**config.mk**
```make
export PLATFORM = sky130hd
export DESIGN_NAME = irq_trigger_latch
export DESIGN_NICKNAME = d
export VERILOG_FILES = /design/src/rtl/irqlatch_pkg.sv /design/src/rtl/irqlatch_ctrl.sv /design/src/rtl/irqlatch_dp.sv /design/src/rtl/irq_trigger_latch.sv
export SDC_FILE = /design/constraint.sdc
export NUM_CORES = 1
export LEC_CHECK = 0
export BUFFER_PORTS_ARGS = -buffer_cell sky130_fd_sc_hd__buf_4
export CAP_MARGIN = 30
export CORE_MARGIN = 1.5
export CORE_UTILIZATION = 43
export DETAILED_ROUTE_END_ITERATION = 16
export PLACE_DENSITY = 0.68
export SYNTH_ARGS = -nofsm -noshare
export SYNTH_HDL_FRONTEND = slang
export SYNTH_HIERARCHICAL = 1
export SYNTH_SLANG_ARGS = --single-unit
```
**constraint.sdc**
```tcl
create_clock -name clk -period 0.94 [get_ports clk]
set_input_delay 0 -clock clk [delete_from_list [all_inputs] [get_ports clk]]
set_output_delay 0 -clock clk [all_outputs]
set_load 0.02 [all_outputs]
```
**src/rtl/irqlatch_pkg.sv**
```systemverilog
package irqlatch_pkg;
  localparam int LINES   = 8;
  localparam int LINE_W  = $clog2(LINES);

  typedef struct packed {
    logic             clrAll;
    logic             trigWr;
    logic [LINES-1:0] ackHit;
  } latchCtrl_t;
endpackage

```
**src/rtl/irqlatch_ctrl.sv**
```systemverilog
module irqlatch_ctrl
  import irqlatch_pkg::*;
(
  input  logic              initClr,
  input  logic              ackValid,
  input  logic [LINE_W-1:0] ackLine,
  input  logic              trigWrEn,
  output latchCtrl_t        ctrl
);
  always_comb begin
    ctrl.clrAll = initClr;
    ctrl.trigWr = trigWrEn;
    ctrl.ackHit = '0;
    if (ackValid) ctrl.ackHit[ackLine] = 1'b1;
  end
endmodule

```
**src/rtl/irqlatch_dp.sv**
```systemverilog
module irqlatch_dp
  import irqlatch_pkg::*;
#(
  parameter logic [LINES-1:0] WR_MASK     = 8'hF8,
  parameter int               SYNC_STAGES = 2
) (
  input  logic             clk,
  input  logic             rstN,
  input  logic [LINES-1:0] rawLines,
  input  logic [LINES-1:0] trigWrData,
  input  latchCtrl_t       ctrl,
  output logic [LINES-1:0] reqReg,
  output logic [LINES-1:0] trigMode
);
  logic [SYNC_STAGES-1:0][LINES-1:0] syncPipe;
  logic [LINES-1:0] lineLvl, prevLvl, rising, reqNext;

  always_ff @(posedge clk or negedge rstN) begin
    if (!rstN) syncPipe <= '0;
    else begin
      syncPipe[0] <= rawLines;
      for (int s = 1; s < SYNC_STAGES; s++) syncPipe[s] <= syncPipe[s-1];
    end
  end

  assign lineLvl = syncPipe[SYNC_STAGES-1];
  assign rising  = lineLvl & ~prevLvl;

  for (genvar i = 0; i < LINES; i++) begin : g_line
    always_comb begin
      if (trigMode[i]) reqNext[i] = lineLvl[i];
      else             reqNext[i] = rising[i] | (reqReg[i] & ~ctrl.ackHit[i]);
    end

    // an edge-mode rise sets the request on the next edge
    a_r3_edge_sets: assert property (@(posedge clk) disable iff (!rstN)
      (!ctrl.clrAll && !trigMode[i] && lineLvl[i] && !prevLvl[i]) |=> reqReg[i]);
    // a level-mode request mirrors the synchronised line
    a_r5_level_follows: assert property (@(posedge clk) disable iff (!rstN)
      (!ctrl.clrAll && trigMode[i]) |=> (reqReg[i] == $past(lineLvl[i])));
    // an acknowledge without a new rise retires an edge request
    a_r6_ack_clears: assert property (@(posedge clk) disable iff (!rstN)
      (!ctrl.clrAll && !trigMode[i] && ctrl.ackHit[i] && !(lineLvl[i] && !prevLvl[i]))
        |=> !reqReg[i]);
    // an edge-mode request appears only after a rise
    a_r4_edge_needs_rise: assert property (@(posedge clk) disable iff (!rstN)
      ($rose(reqReg[i]) && !$past(trigMode[i]))
        |-> ($past(lineLvl[i]) && !$past(prevLvl[i])));
  end

  always_ff @(posedge clk or negedge rstN) begin
    if (!rstN) begin
      reqReg   <= '0;
      prevLvl  <= '0;
      trigMode <= '0;
    end else begin
      if (ctrl.trigWr) trigMode <= trigWrData & WR_MASK;
      if (ctrl.clrAll) begin
        reqReg  <= '0;
        prevLvl <= '0;
      end else begin
        reqReg  <= reqNext;
        prevLvl <= lineLvl;
      end
    end
  end

  a_r10_init_clears: assert property (@(posedge clk) disable iff (!rstN)
    ctrl.clrAll |=> (reqReg == '0));
  a_r10_init_keeps_trig: assert property (@(posedge clk) disable iff (!rstN)
    (ctrl.clrAll && !ctrl.trigWr) |=> $stable(trigMode));
  a_r9_trig_masked_write: assert property (@(posedge clk) disable iff (!rstN)
    ctrl.trigWr |=> (trigMode == ($past(trigWrData) & WR_MASK)));
endmodule

```
**src/rtl/irq_trigger_latch.sv**
```systemverilog
module irq_trigger_latch
  import irqlatch_pkg::*;
#(
  parameter logic [7:0] WR_MASK     = 8'hF8,
  parameter int         SYNC_STAGES = 2
) (
  input  logic       clk,
  input  logic       rstN,
  input  logic [7:0] rawLines,
  input  logic       initClr,
  input  logic       ackValid,
  input  logic [2:0] ackLine,
  input  logic       trigWrEn,
  input  logic [7:0] trigWrData,
  output logic [7:0] reqReg,
  output logic [7:0] trigMode
);
  latchCtrl_t ctrl;

  irqlatch_ctrl ctrl_i (
    .initClr(initClr), .ackValid(ackValid), .ackLine(ackLine),
    .trigWrEn(trigWrEn), .ctrl(ctrl)
  );

  irqlatch_dp #(.WR_MASK(WR_MASK), .SYNC_STAGES(SYNC_STAGES)) dp_i (
    .clk(clk), .rstN(rstN), .rawLines(rawLines), .trigWrData(trigWrData),
    .ctrl(ctrl), .reqReg(reqReg), .trigMode(trigMode)
  );
endmodule

```
# Word-level counts from Yosys, hierarchy flattened
# Index checks and enable logic that the tools add are counted.
# word_totals
output_inout_bits,16
elab_cells,44
reg_bits,37
in_bits,24
# op_classes
mux,10
bitwise_logic,26
order_cmp,2
n_reduce_logical,1
# op_table
cell,n
8-bit two-way mux,3
1-bit AND,8
8-bit AND,1
1-bit NOT,8
8-bit NOT,1
1-bit bitwise OR,8
1-bit two-way mux,6
3-bit by 4-bit less-than comparator with 1-bit output (second input constant),1
1-bit demux with 3-bit select,1
3-bit by 1-bit greater-or-equal comparator with 1-bit output (second input constant),1
1-bit logical AND,1

# Depth between registers and ports, before layout
# logic_depth
depth_word,10
depth_mapped,4
depth_no_buf,3

# Hierarchy
# Netlist, hierarchy kept.
# modules_own_cells
module,n_inst,cells_each,seq_area_each_um2,area_each_um2
irqlatch_dp,1,79,925.9,1268.7
irqlatch_ctrl,1,10,0.0,111.4

# Worst setup path before layout
# OpenSTA, ideal clock, no wires.
# synth_timing
path_type,flip-flop to flip-flop
start,register dp_i.trigMode[6]
end,register dp_i.reqReg[6]
n_path_buf,0
required_ns,0.876
setup_ns,0.064
setup_slack_ns,0.046
stages_incl_launch_ff,3
arrival_time_ns,0.831
period_less_slack_ns,0.894
path_cell_list,dfrtp_1 nor4b_2 a21o_1
# synth_between
elab_chain_len,2
# synth_lines
element,line,source
from (decl),irqlatch_dp.sv:13,output logic [LINES-1:0] trigMode
from (signal assigned),irqlatch_dp.sv:57,if (ctrl.trigWr) trigMode <= trigWrData & WR_MASK;
1-bit two-way mux,irqlatch_dp.sv:31,if (trigMode[i]) reqNext[i] = lineLvl[i];
8-bit two-way mux,irqlatch_dp.sv:58,if (ctrl.clrAll) begin
to (signal assigned),irqlatch_dp.sv:62,reqReg <= reqNext;
to (decl),irqlatch_dp.sv:12,"output logic [LINES-1:0] reqReg,"
# Every way passes these cells.
# A chain may end at the register's enable or synchronous reset.

# Worst setup path in the final report
# layout_timing
start,register dp_i.trigMode[6]
end,output trigMode[6]
# layout_rtl
element,line,source
to (decl),irq_trigger_latch.sv:16,output logic [7:0] trigMode
# No word-level cell between the ends.

==> metrics.yaml <==
place:
  gp_congestion: 0.6976
  portBuffers: 33
  place_inst: 162
  post-dp-hpwl_mm: 1.418
timing:
  setup_viol: 0
  fmax_ghz: 1.100
  worst_clock_skew_ps: 4.939
  maxSlewViolCount: 0
  timing.hold.ws_ps: 132.2
  setup_tns_ps: 0
  rsz0062_at_grt: "yes"
  hold_viol: 0
  fin_crit_sh: 0.9668
  min_period_ps: 908.8
floorplan:
  core_region_area_mm2: 0.003053
  top_level_ports: 40
  dieArea_mm2: 0.003558
  fp-row-count: 20
  start_util: 0.4520
  die_w_um: 59.65
  die_y_um: 59.65
route:
  ant_nets: 0
  viasPerCell: 4.529
  drc: 0
  dr_total_vias: 847
  drt_iter0_markers: 23
  post_drt_wl_per_cell_um: 11.79
  firstDrtPassIters: 4
  wirelength_mm: 2.204
clock_network:
  clkSlewWorstSetupHoldPaths_ps: 100
  clkSinkCount: 37
  htree_levels: 2
  cts_tree: "yes"
  clk_latency_ps: 330
  root_buffer: "clkbuf_4"
  clockBufferDepth: 2
  cts_made_buffers: 5
critical_path:
  cp.arrival_ps: 910
  slowest_delay_ps: 430
  cp_slowest_cell: "dfrtp_1"
  crit_chain: "buf_6"
  endpoint_kind: "output port"
  cp_max_fo: 4
  path_buf_inv: 1
  critical-path-top-delay-family: "flip-flops"
  crit_required_ps: 940
  critPathKind: "flop to output port"
  r2r_setup_slack_ps: 70
  worst_setup_path_start_kind: "flop"
global_route:
  grt_pass1_vias: 865
  grt_pass1_wl_mm: 3.643
  antenna_found_initial: 0
  track_usage: 0.1475
  grt_max_degree: 38
  grt-ovfl-total: 0
yosys:
  ys_types: 16
  ys_seq_elements: 37
  synth_seq_area_share: 0.6709
  synth_area_mm2: 0.001380
  netlist_instances: 89
  syn_area_per_cell_um2: 15.51
  ys_warn_count: 6
final_layout:
  area_growth_pct: 38.08
  antenna_cells: 0
  layout.nets: 166
  drive_gt1_frac: 0.4196
  instances_no_fill: 187
min_path:
  hold_path.class: "primary input to flop"
outcome:
  status: "finished, final reports clean"
pwr:
  power_density_mw_per_mm2: 1634
  power_leakage_nw: 0.9101
  peakVddDrop_v: 0.0008825
job:
  maxCapViolCount: 0
## what timing repair did
action / 4_1_cts / 5_1_grt
setup endpoints to repair: 3 / 9
gates resized for setup: 3 / 4
hold buffers: 16 / 0
setup buffers: 0 / 1
endpoints found under the hold margin: 56 / 0
## logic make-up (layout without fill, tap and decap cells)
family | after synthesis | count (layout) | share of synthesized area
other | 1 | 3 | 0.002717
flip-flops | 37 | 37 | 0.6709
multiplexers | 5 | 5 | 0.04079
AND/OR/NAND/NOR | 32 | 32 | 0.2122
AO/OA/AOI/OAI | 8 | 8 | 0.03808
buffers and inverters | 6 | 58 | 0.03536
## cells in the final DEF, fill, tap and decap left out
cell           instances
dlygate4sd3_1         16
and2b_1                4
dfrtp_1               37
and4b_2                3
nor2b_1                3
and2b_4                1
nand2b_1              11
and4_2                 1
mux2_2                 5
buf_4                 27
and4bb_2               3
buf_6                  7
a21o_1                 5
nor4b_2                5
conb_1                 3
a21oi_1                3
clkinv_2               1
clkbuf_8               2
clkbuf_4               5
nor4b_1                1
## worst min-delay path, stage by stage
cell      delay [ps]
buf_4            110
nor4b_2           40
nand2b_1         130
a21oi_1          130
## final timing paths
check                                 startpoint               to  depth (start not counted)
worst max-delay path            dp_i/trigMode[6]      trigMode[6]                          1
worst min-delay path                  ackLine[0]   dp_i/reqReg[0]                          4
worst max register to register  dp_i/trigMode[6]   dp_i/reqReg[6]                          2
worst min register to register  dp_i/syncPipe[7]  dp_i/lineLvl[7]                          0
max in group asynchronous                   rstN  dp_i/prevLvl[7]                          2
min in group asynchronous                   rstN  dp_i/prevLvl[6]                          2
## final cells by class
type | instances | area [um2]
Fill cell | 266 | 1147
Multi-Input combinational cell | 48 | 412.9
Clock inverter | 1 | 5.005
Sequential cell | 37 | 925.9
Timing Repair Buffer | 50 | 441.7
Clock buffer | 7 | 65.06
Tap cell | 44 | 55.05
## Yosys cell counts
master / n / area share
and2b_4: 1 / 0.0073
a21oi_1: 3 / 0.011
nand2b_1: 11 / 0.050
and4b_2: 3 / 0.024
nor4b_1: 1 / 0.0063
and4bb_2: 3 / 0.027
nor2b_1: 3 / 0.014
dfrtp_1: 37 / 0.67
and4_2: 1 / 0.0073
buf_6: 1 / 0.0082
buf_4: 5 / 0.027
and2b_1: 4 / 0.022
conb_1: 1 / 0.0027
a21o_1: 5 / 0.027
nor4b_2: 5 / 0.054
mux2_2: 5 / 0.041
## per-layer routing
| metal | vias to the layer above | wire, um | global-route usage |
|---|---|---|---|
| li1 | 408 | - | - |
| met1 | 406 | 908 | 0.1486 |
| met2 | 26 | 1162 | 0.2593 |
| met3 | 7 | 85 | 0.04545 |
| met4 | 0 | 47 | 0.09524 |
| met5 | - | 0 | 0 |
## metrics by stage
step                cell area (um2)  worst slack [ps]  utilization  total power, mW
floorplan                      1388             45.63            -            1.975
global placement               1642             109.3       0.5377            2.155
detailed placement             1642             89.59       0.5377            2.169
CTS                            1883             5.111       0.6168            3.142
global route                   1906            -43.60       0.6242            3.279
finish                         1906             31.20       0.6242            3.114
## registers in the layout (all words and copies together), names as in the netlist
register,count
dp_i/lineLvl,8
dp_i/prevLvl,8
dp_i/reqReg,8
dp_i/syncPipe,8
dp_i/trigMode,5
## power by group
part | internal, mW | switching [mW] | total (mW) | leakage (nW)
Combinational | 0.261 | 0.201 | 0.461 | 0.418
Clock | 0.433 | 0.473 | 0.906 | 0.0413
Sequential | 1.69 | 0.0549 | 1.75 | 0.450
Total | 2.39 | 0.728 | 3.11 | 0.910
Note: power is estimated with default switching activity, not from simulation.
